**config.mk**
```make
export PLATFORM = sky130hd
export DESIGN_NAME = spi_flag_unit
export DESIGN_NICKNAME = d
export VERILOG_FILES = /design/src/rtl/spi_flag_pkg.sv /design/src/rtl/spi_flag_bit.sv /design/src/rtl/spi_flag_ctrl.sv /design/src/rtl/spi_flag_dp.sv /design/src/rtl/spi_flag_unit.sv
export SDC_FILE = /design/constraint.sdc
export NUM_CORES = 1
export LEC_CHECK = 0
export ABC_AREA = 1
export CAP_MARGIN = 20
export CORE_ASPECT_RATIO = 0.6
export CORE_MARGIN = 2
export CORE_UTILIZATION = 55
export CTS_BUF_LIST = sky130_fd_sc_hd__clkbuf_2
export DETAILED_ROUTE_END_ITERATION = 16
export PLACE_DENSITY = 0.86
export SLEW_MARGIN = 20
export SYNTH_ARGS = -nofsm -noshare
export SYNTH_HDL_FRONTEND = slang
export SYNTH_SLANG_ARGS = --single-unit
```
**constraint.sdc**
```tcl
create_clock -name clk -period 2.7 [get_ports clk]
set_clock_uncertainty 0.1 [all_clocks]
set_input_delay 0.54 -clock clk [delete_from_list [all_inputs] [get_ports clk]]
set_output_delay 0.54 -clock clk [all_outputs]
set_load 0.1 [all_outputs]
```
**src/rtl/spi_flag_pkg.sv**
```systemverilog
package spi_flag_pkg;

  typedef enum logic [1:0] {
    ADDR_STATUS = 2'd0,
    ADDR_DATA   = 2'd1,
    ADDR_MATCH  = 2'd2,
    ADDR_DIV    = 2'd3
  } regAddr_t;

  localparam int STAT_RX_BIT    = 7;
  localparam int STAT_MATCH_BIT = 6;
  localparam int STAT_TX_BIT    = 5;
  localparam int STAT_MF_BIT    = 4;
  localparam logic [7:0] STATUS_RESET = 8'h20;

  // strobes from control to datapath
  typedef struct packed {
    logic loadRx;
    logic writeMatch;
    logic writeSel;
  } dpStrobe_t;

endpackage

```
**src/rtl/spi_flag_bit.sv**
```systemverilog
module spi_flag_bit #(
  parameter logic RESET_VAL = 1'b0
) (
  input  logic clk,
  input  logic rstN,
  input  logic setEvt,
  input  logic armRead,
  input  logic clearAct,
  output logic flag
);

  logic armed;

  always_ff @(posedge clk) begin
    if (!rstN) begin
      flag  <= RESET_VAL;
      armed <= 1'b0;
    end else if (setEvt) begin
      flag  <= 1'b1;
      armed <= 1'b0;
    end else if (armed && clearAct) begin
      flag  <= 1'b0;
      armed <= 1'b0;
    end else if (armRead && flag) begin
      armed <= 1'b1;
    end
  end

  // the armed state never outlives the flag
  p_arm_needs_flag_r9: assert property (@(posedge clk) disable iff (!rstN)
    armed |-> flag);

  // a setting event wins over a clearing action
  p_set_wins_r10: assert property (@(posedge clk) disable iff (!rstN)
    setEvt |=> (flag && !armed));

  // no clear without an armed read
  p_no_clear_unarmed_r5: assert property (@(posedge clk) disable iff (!rstN)
    (flag && !armed) |=> flag);

endmodule

```
**src/rtl/spi_flag_ctrl.sv**
```systemverilog
module spi_flag_ctrl
  import spi_flag_pkg::*;
(
  input  logic       clk,
  input  logic       rstN,
  input  logic       busRd,
  input  logic       busWr,
  input  logic [1:0] busAddr,
  input  logic       wrMatchBit,
  input  logic       xferDone,
  input  logic       txWrite,
  input  logic       txLoad,
  input  logic       modeFaultIn,
  input  logic       matchEvt,
  output dpStrobe_t  strobe,
  output logic [7:0] statusByte
);

  logic rdStatus, rdData, wrStatus, wrMatch, wrDiv;
  logic rxFull, matchFlag, modeFault, txEmpty;

  always_comb begin
    rdStatus = busRd && (busAddr == ADDR_STATUS);
    rdData   = busRd && (busAddr == ADDR_DATA);
    wrStatus = busWr && (busAddr == ADDR_STATUS);
    wrMatch  = busWr && (busAddr == ADDR_MATCH);
    wrDiv    = busWr && (busAddr == ADDR_DIV);
  end

  always_comb begin
    strobe.loadRx     = xferDone;
    strobe.writeMatch = wrMatch;
    strobe.writeSel   = wrDiv;
  end

  spi_flag_bit #(.RESET_VAL(1'b0)) i_rxFlag (
    .clk(clk), .rstN(rstN), .setEvt(xferDone), .armRead(rdStatus),
    .clearAct(rdData), .flag(rxFull));

  spi_flag_bit #(.RESET_VAL(1'b0)) i_matchFlag (
    .clk(clk), .rstN(rstN), .setEvt(matchEvt), .armRead(rdStatus),
    .clearAct(wrStatus && wrMatchBit), .flag(matchFlag));

  spi_flag_bit #(.RESET_VAL(1'b0)) i_mfFlag (
    .clk(clk), .rstN(rstN), .setEvt(modeFaultIn), .armRead(rdStatus),
    .clearAct(wrDiv), .flag(modeFault));

  always_ff @(posedge clk) begin
    if (!rstN)        txEmpty <= STATUS_RESET[STAT_TX_BIT];
    else if (txLoad)  txEmpty <= 1'b1;
    else if (txWrite) txEmpty <= 1'b0;
  end

  always_comb begin
    statusByte = 8'h00;
    statusByte[STAT_RX_BIT]    = rxFull;
    statusByte[STAT_MATCH_BIT] = matchFlag;
    statusByte[STAT_TX_BIT]    = txEmpty;
    statusByte[STAT_MF_BIT]    = modeFault;
  end

  p_rx_set_r4: assert property (@(posedge clk) disable iff (!rstN)
    xferDone |=> rxFull);

  p_tx_clear_r11: assert property (@(posedge clk) disable iff (!rstN)
    (txWrite && !txLoad) |=> !txEmpty);

  p_tx_set_r11: assert property (@(posedge clk) disable iff (!rstN)
    txLoad |=> txEmpty);

  p_mf_set_r12: assert property (@(posedge clk) disable iff (!rstN)
    modeFaultIn |=> modeFault);

  p_status_write_r8: assert property (@(posedge clk) disable iff (!rstN)
    (wrStatus && !xferDone && !modeFaultIn && !txWrite && !txLoad && !busRd)
      |=> ($stable(rxFull) && $stable(modeFault) && $stable(txEmpty)));

endmodule

```
**src/rtl/spi_flag_dp.sv**
```systemverilog
module spi_flag_dp
  import spi_flag_pkg::*;
#(
  parameter int DATA_W = 16,
  parameter int SEL_W  = 3
) (
  input  logic              clk,
  input  logic              rstN,
  input  dpStrobe_t         strobe,
  input  logic [DATA_W-1:0] busWdata,
  input  logic [DATA_W-1:0] xferData,
  input  logic              busRd,
  input  logic [1:0]        busAddr,
  input  logic [7:0]        statusByte,
  output logic              matchEvt,
  output logic [DATA_W-1:0] busRdata,
  output logic              bitClkEn
);

  localparam int CNT_W = 2 ** SEL_W;

  logic [DATA_W-1:0] rxBuf, matchReg;
  logic [SEL_W-1:0]  divSel;
  logic              loadedQ;
  logic [CNT_W-1:0]  cnt, limit;
  logic [CNT_W:0]    limitWide;
  logic [SEL_W:0]    shiftAmt;

  always_ff @(posedge clk) begin
    if (!rstN) begin
      rxBuf    <= '0;
      matchReg <= '0;
      divSel   <= '0;
      loadedQ  <= 1'b0;
    end else begin
      loadedQ <= strobe.loadRx;
      if (strobe.loadRx)     rxBuf    <= xferData;
      if (strobe.writeMatch) matchReg <= busWdata;
      if (strobe.writeSel)   divSel   <= busWdata[SEL_W-1:0];
    end
  end

  assign matchEvt = loadedQ && (rxBuf == matchReg);

  always_comb begin
    shiftAmt  = {1'b0, divSel} + 1'b1;
    limitWide = (CNT_W+1)'(1) << shiftAmt;
    limit     = CNT_W'(limitWide - 1'b1);
  end

  always_ff @(posedge clk) begin
    if (!rstN || strobe.writeSel) cnt <= '0;
    else if (cnt == limit)        cnt <= '0;
    else                          cnt <= cnt + 1'b1;
  end

  assign bitClkEn = (cnt == limit);

  always_comb begin
    busRdata = '0;
    if (busRd) begin
      unique case (regAddr_t'(busAddr))
        ADDR_STATUS: busRdata[7:0] = statusByte;
        ADDR_DATA:   busRdata = rxBuf;
        ADDR_MATCH:  busRdata = matchReg;
        ADDR_DIV:    busRdata[SEL_W-1:0] = divSel;
      endcase
    end
  end

  p_enable_single_r1: assert property (@(posedge clk) disable iff (!rstN)
    bitClkEn |=> !bitClkEn);

  p_restart_r13: assert property (@(posedge clk) disable iff (!rstN)
    strobe.writeSel |=> (cnt == '0));

  p_match_after_load_r6: assert property (@(posedge clk) disable iff (!rstN)
    matchEvt |-> $past(strobe.loadRx));

  p_status_low_zero_r2: assert property (@(posedge clk) disable iff (!rstN)
    (busRd && busAddr == ADDR_STATUS) |-> (busRdata[3:0] == 4'h0));

endmodule

```
**src/rtl/spi_flag_unit.sv**
```systemverilog
module spi_flag_unit
  import spi_flag_pkg::*;
#(
  parameter int DATA_W = 16,
  parameter int SEL_W  = 3
) (
  input  logic              clk,
  input  logic              rstN,
  input  logic              busRd,
  input  logic              busWr,
  input  logic [1:0]        busAddr,
  input  logic [DATA_W-1:0] busWdata,
  output logic [DATA_W-1:0] busRdata,
  input  logic              xferDone,
  input  logic [DATA_W-1:0] xferData,
  input  logic              txWrite,
  input  logic              txLoad,
  input  logic              modeFaultIn,
  output logic              bitClkEn
);

  dpStrobe_t  strobe;
  logic [7:0] statusByte;
  logic       matchEvt;

  spi_flag_ctrl i_ctrl (
    .clk(clk), .rstN(rstN), .busRd(busRd), .busWr(busWr), .busAddr(busAddr),
    .wrMatchBit(busWdata[STAT_MATCH_BIT]), .xferDone(xferDone),
    .txWrite(txWrite), .txLoad(txLoad), .modeFaultIn(modeFaultIn),
    .matchEvt(matchEvt), .strobe(strobe), .statusByte(statusByte));

  spi_flag_dp #(.DATA_W(DATA_W), .SEL_W(SEL_W)) i_dp (
    .clk(clk), .rstN(rstN), .strobe(strobe), .busWdata(busWdata),
    .xferData(xferData), .busRd(busRd), .busAddr(busAddr),
    .statusByte(statusByte), .matchEvt(matchEvt), .busRdata(busRdata),
    .bitClkEn(bitClkEn));

endmodule

```
# Word-level counts from Yosys, hierarchy flattened
# Index checks and enable logic that the tools add are counted.
[op_classes]
add_sub_neg = 3
mul = 0
div_mod_pow = 0
order_cmp = 0
n_eq_ne = 5
shifts = 1
n_mux = 10
bitwise = 1
reduce_logical = 24
[ops]
columns = ["op", "count"]
rows = [
  ["16-bit == test", 1],
  ["16-bit 2-to-1 mux", 1],
  ["8-bit case mux with 2 select lines", 1],
  ["5-bit case mux with 3 select lines", 1],
  ["1-bit logical AND", 13],
  ["3-bit case mux with 4 select lines", 1],
  ["3-bit OR reduction", 3],
  ["8-bit by 1-bit adder with 8-bit output (second input constant)", 1],
  ["8-bit == test", 1],
  ["1-bit by 4-bit << shifter with 8-bit output (first input constant)", 1],
  ["8-bit by 1-bit subtractor with 8-bit output (second input constant)", 1],
  ["1-bit 2-to-1 mux", 6],
  ["2-bit nonzero test", 3],
  ["3-bit by 1-bit adder with 4-bit output (second input constant)", 1],
  ["2-bit == test (second input constant)", 2],
  ["2-bit OR reduction", 2],
  ["2-bit by 1-bit == test with 1-bit output (second input constant)", 1],
  ["2-bit zero test", 1],
  ["1-bit zero test", 1],
  ["1-bit logical OR", 1],
  ["1-bit NOT", 1],
]
[totals]
register_bits = 51
latch_bits = 0
ram_bits = 0
rom_bits = 0
input_bits = 42
output_inout_bits = 17
word_cells = 56
mem_count = 0

# Depth between registers and ports, before layout
[depth]
word_depth = 6
ltp_mapped = 14
ltp_nobuf = 13

# Hierarchy
# Synthesis repeated with hierarchy kept, for this count alone.
[hier_totals]
hier_cells = 411
area_unflattened_um2 = 2780.2
[modules_own_cells]
columns = ["mod", "instances", "cells_each", "area_per_inst_um2", "seq_area_each_um2"]
rows = [
  ["spi_flag_dp", 1, 351, 2374.8, 880.8],
  ["spi_flag_bit", 3, 10, 77.6, 40.0],
  ["spi_flag_ctrl", 1, 30, 172.7, 20.0],
]

# Worst setup path after synthesis
# No wires, ideal clock.
[synth_path]
path_kind = "in2out"
start = "in busAddr[0]"
end = "out busRdata[10]"
arrival_ns = 2.615
t_required_ns = 2.060
path_slack_ns = -0.555
cell_stages = 5
path_buffers = 1
path_cell_list = "inv_1 > ha_1 > clkbuf_1 > nand2_1 > a21oi_1"
[synth_via]
elab_chain_cells = 3
word_cells_on_any_way = 4
cone_classes = "eq/ne: 2; mux: 2"
[synth_lines]
columns = ["item", "line_no", "source"]
rows = [
  ["from (decl)", "spi_flag_unit.sv:11", "input logic [1:0] busAddr,"],
  ["2-bit == test or 2-bit by 1-bit == test with 1-bit output (tied branches)", "spi_flag_dp.sv:62", "unique case (regAddr_t'(busAddr))"],
  ["8-bit case mux with 2 select lines (*)", "spi_flag_dp.sv:62", ""],
  ["16-bit 2-to-1 mux (*)", "spi_flag_dp.sv:61", "if (busRd) begin"],
  ["to (decl)", "spi_flag_unit.sv:13", "output logic [DATA_W-1:0] busRdata,"],
]
# Mark *: on every way between the ends. The rest lies on a longest branch, timed or not.

# Worst setup path after layout
[layout_path]
start = "reg i_dp.divSel[1]"
end = "out bitClkEn"
[layout_via]
elab_chain_cells = 4
[layout_lines]
columns = ["item", "line_no", "source"]
rows = [
  ["from (decl)", "spi_flag_dp.sv:23", "logic [SEL_W-1:0] divSel;"],
  ["from (signal assigned)", "spi_flag_dp.sv:39", "if (strobe.writeSel) divSel <= busWdata[SEL_W-1:0];"],
  ["3-bit by 1-bit adder with 4-bit output", "spi_flag_dp.sv:46", "shiftAmt = {1'b0, divSel} + 1'b1;"],
  ["1-bit by 4-bit << shifter with 8-bit output", "spi_flag_dp.sv:47", "limitWide = (CNT_W+1)'(1) << shiftAmt;"],
  ["8-bit by 1-bit subtractor with 8-bit output", "spi_flag_dp.sv:48", "limit = CNT_W'(limitWide - 1'b1);"],
  ["8-bit == test", "spi_flag_dp.sv:57", "assign bitClkEn = (cnt == limit);"],
  ["to (decl)", "spi_flag_unit.sv:19", "output logic bitClkEn"],
]
# Every way passes these cells.

==> run metrics <==
global placement routability congestion=0.9679; total grt overflow=0; Post-Syn Nets=434; Final period util=102.1%; Clock transition at path regs=0.27 ns; total length of routed wires=7962 µm; depth of the worst register-to-register path=13; worst hold path type=flop to flop; number of DRC violations after detailed routing=0; critical register-to-register path startpoint=i_dp.divSel[1]; final max-slew violation count=0; core area=4636 µm²; number of global-route vias before repair=2684; dpl cell area=3597 µm²; Finished Cell Area=3782 µm²; count of buffers inserted at the top-level ports=58; CTS Root Cell=sky130_fd_sc_hd__clkbuf_2; post-synthesis area per instance=6.989 µm²; number of H-tree branching levels=2; power consumption=1.578 mW; first-pass GRT wire length=12500 µm; clock buffers created by TritonCTS=5; cell leakage power=1.580 nW; worst setup path class=flop to output pin; number of filler instances in the final layout=304; via count=2837; number of hold violations in the final report=0; Power Density=417.3 nW/µm²; maximum resistive drop on vdd=0.2874 mV; area growth from synthesis to layout=40.93%; Critical Path Sink Type=output pin; largest net degree at the start of global routing=21; Inst Count DP=505; end of the worst register-to-register path=i_dp.cnt[7]; endpoint of the worst hold path=i_ctrl.i_rxFlag.armed; width of the die=94.18 µm; result of the run=complete, but fails checks; sequential element share of the synthesized area=38.04%; failing checks=setup timing; final worst slack=-0.05667 ns; via/cell ratio=5.456; CTS tree=done; fmax=0.3628 GHz; Final Setup Violations=1; met3 usage=5.852%; total routing resource utilization after global routing=29.86%; synthesized instance count=384; distinct cell type count of the synthesized netlist=31; post-detailed-route wirelength per cell=15.31 µm; required time at the worst-slack endpoint=2.06 ns; fraction of met1 tracks used by global routing=41.53%; Yosys Warn Count=0; HPWL after detailed placement=5887 µm; most congested layer reported by global routing=met2; starting density of the core=57.89%; Starting DRT DRC Count=297; clock latency on the worst-skew pair=0.47 ns; Layout Cells excl Fill=520; floorplan die area=5473 µm²; Final Critical Period=2.757 ns; count of state elements after synthesis=51; number of standard-cell rows in the floorplan=19; maximum count of clock buffers along a single path=2; die extent in y=58.11 µm; data arrival time of the worst path=2.12 ns; clock sink count=51; total number of nets in the final design=506; met2 usage=48.37%; count of maximum capacitance violations=0; mapped cell area=2684 µm²; fraction of layout instances using a drive strength above 1=19.91%; post-route ant nets=0; critical path fanouts, max=5; number of optimization iterations in the first detailed-route pass=5; Relative slew margins=41.88%; Worst setup SP type=flop; count of antenna diodes in the layout=0; worst setup slack for register-to-register paths=0.83 ns; slew of the pin with the lowest slew margin=0.8719 ns; Hold Path Stages=2; number of antenna violations at the first check in global routing=0; unrepaired setup endpoints after global routing=yes; critical path startpoint=i_dp.divSel[1]; worst hold start=i_ctrl.i_rxFlag.armed; number of placed I/O pins=59
-- synth_stat cells --
master	number	share of area (%)
sky130_fd_sc_hd__buf_4	1	0.28
sky130_fd_sc_hd__ha_1	8	3.7
sky130_fd_sc_hd__o221ai_1	5	1.6
sky130_fd_sc_hd__buf_2	3	0.56
sky130_fd_sc_hd__inv_2	3	0.42
sky130_fd_sc_hd__or2_1	1	0.23
sky130_fd_sc_hd__clkbuf_1	6	0.84
sky130_fd_sc_hd__o211ai_1	4	1.1
sky130_fd_sc_hd__o22ai_1	2	0.47
sky130_fd_sc_hd__nand2_2	2	0.47
sky130_fd_sc_hd__nor2_2	1	0.23
sky130_fd_sc_hd__inv_1	49	6.9
sky130_fd_sc_hd__dfxtp_1	51	38
sky130_fd_sc_hd__buf_6	3	1.3
sky130_fd_sc_hd__o21ai_2	10	3.3
sky130_fd_sc_hd__a211oi_1	1	0.28
sky130_fd_sc_hd__nand4_1	4	0.93
sky130_fd_sc_hd__nor3_2	1	0.37
sky130_fd_sc_hd__nor3_1	4	0.75
sky130_fd_sc_hd__nand2_4	1	0.42
sky130_fd_sc_hd__and2_1	1	0.23
sky130_fd_sc_hd__xor2_1	13	4.2
sky130_fd_sc_hd__nand2_1	93	13
sky130_fd_sc_hd__xnor2_1	2	0.65
sky130_fd_sc_hd__clkinv_1	3	0.42
sky130_fd_sc_hd__nand3_2	2	0.75
sky130_fd_sc_hd__a21oi_1	23	4.3
sky130_fd_sc_hd__o21ai_0	32	6.0
sky130_fd_sc_hd__conb_1	1	0.14
sky130_fd_sc_hd__nand3_1	13	2.4
sky130_fd_sc_hd__nor2_1	41	5.7
-- report_power, final --
group / total [mW] / internal [mW] / leakage [nW] / switching, mW
Combinational: 0.425 / 0.185 / 1.13 / 0.239
Sequential: 0.827 / 0.793 / 0.420 / 0.0346
Clock: 0.326 / 0.0647 / 0.0331 / 0.261
Total: 1.58 / 1.04 / 1.58 / 0.535
-- cells in the final DEF (no fill, tap or decap), types with 6 or more instances in the layout --
cell type | Yosys | layout
sky130_fd_sc_hd__nand3_1 | 13 | 13
sky130_fd_sc_hd__dfxtp_1 | 51 | 48
sky130_fd_sc_hd__clkdlybuf4s50_1 | 0 | 39
sky130_fd_sc_hd__buf_12 | 0 | 18
sky130_fd_sc_hd__nand2_1 | 93 | 91
sky130_fd_sc_hd__o21ai_0 | 32 | 32
sky130_fd_sc_hd__inv_1 | 49 | 44
sky130_fd_sc_hd__xor2_1 | 13 | 13
sky130_fd_sc_hd__o21ai_2 | 10 | 10
sky130_fd_sc_hd__nor2_1 | 41 | 40
sky130_fd_sc_hd__a21oi_1 | 23 | 15
sky130_fd_sc_hd__buf_4 | 1 | 19
sky130_fd_sc_hd__inv_2 | 3 | 6
-- stage by stage --
| step | hold slack (ns) | TNS [ns] | worst slack [ns] | utilization, % |
|---|---|---|---|---|
| after floorplan | 0.3399 | -0.06215 | -0.01243 | - |
| after global placement | 0.3518 | -0.2572 | -0.05381 | 77.60 |
| after detailed placement | 0.3623 | -1.108 | -0.1633 | 77.60 |
| after CTS | 0.3927 | 0 | 0.006468 | 79.92 |
| after global routing | 0.4263 | -0.1940 | -0.1940 | 81.59 |
| final | 0.3969 | -0.05667 | -0.05667 | 81.59 |
-- worst max-delay path, stage by stage, from the launching register on --
cell	delay, ns
sky130_fd_sc_hd__dfxtp_4	0.44
sky130_fd_sc_hd__nor2_4	0.12
sky130_fd_sc_hd__nand2_2	0.08
sky130_fd_sc_hd__ha_4	0.18
sky130_fd_sc_hd__inv_4	0.07
sky130_fd_sc_hd__buf_4	0.10
sky130_fd_sc_hd__nand4_1	0.13
sky130_fd_sc_hd__nand2_1	0.10
sky130_fd_sc_hd__nand2_1	0.05
sky130_fd_sc_hd__nand2_1	0.07
sky130_fd_sc_hd__nand2_2	0.07
sky130_fd_sc_hd__inv_2	0.07
sky130_fd_sc_hd__buf_12	0.16
-- area by class of cell --
class                      instances  area, µm²  area share, %
clock buffer                       5      25.02         0.6616
sequential                        51       1032          27.29
tap                               63      78.83          2.084
timing repair buffer              78      918.4          24.28
inverter                          55      216.5          5.723
multi-input combinational        265       1493          39.46
clock inverter                     3      18.77         0.4962
-- flip-flops by register name, indices dropped and copies added (netlist names) --
name / count
i_ctrl.i_matchFlag.flag: 1
i_dp.loadedQ: 1
i_ctrl.i_matchFlag.armed: 1
i_dp.cnt: 8
i_ctrl.i_rxFlag.flag: 1
i_dp.rxBuf: 16
i_ctrl.i_rxFlag.armed: 1
i_ctrl.i_mfFlag.flag: 1
i_ctrl.txEmpty: 1
i_ctrl.i_mfFlag.armed: 1
i_dp.matchReg: 16
i_dp.divSel: 3
-- routing by layer --
metal	vias up	share of wire, %
li1	1359	-
met1	1296	44
met2	160	44
met3	22	9.6
met4	0	1.9
met5	-	0
-- cell families (layout without fill, tap and decap cells) --
kind of cell,count (synthesis),in the layout,share of synthesized area (%)
fa+ha+maj,8,8,3.730
xor+xnor,15,15,4.895
buf+inv,68,141,10.63
simple gates,164,164,25.55
flops,51,51,38.04
other cells,1,1,0.1397
compound gates,77,77,17.02
-- how the worst max path moves through the flow --
stage / endpoint / slack, ns / depth (start not counted)
5_1_grt: bitClkEn / -0.19 / 13
3_3_place_gp: busRdata[5] / -0.05 / 8
6_report: bitClkEn / -0.06 / 12
2_1_floorplan: busRdata[13] / -0.01 / 5
4_1_cts: busRdata[8] / 0.006 / 7
3_5_place_dp: busRdata[5] / -0.16 / 8
-- timing repair --
| action | CTS | global route |
|---|---|---|
| pin swaps | 3 | 9 |
| hold buffers | 0 | 0 |
| resized for setup | 17 | 13 |
| buffers inserted | 3 | 4 |
| setup endpoints to repair | 9 | 17 |
Power figures use the tool's default switching activity.
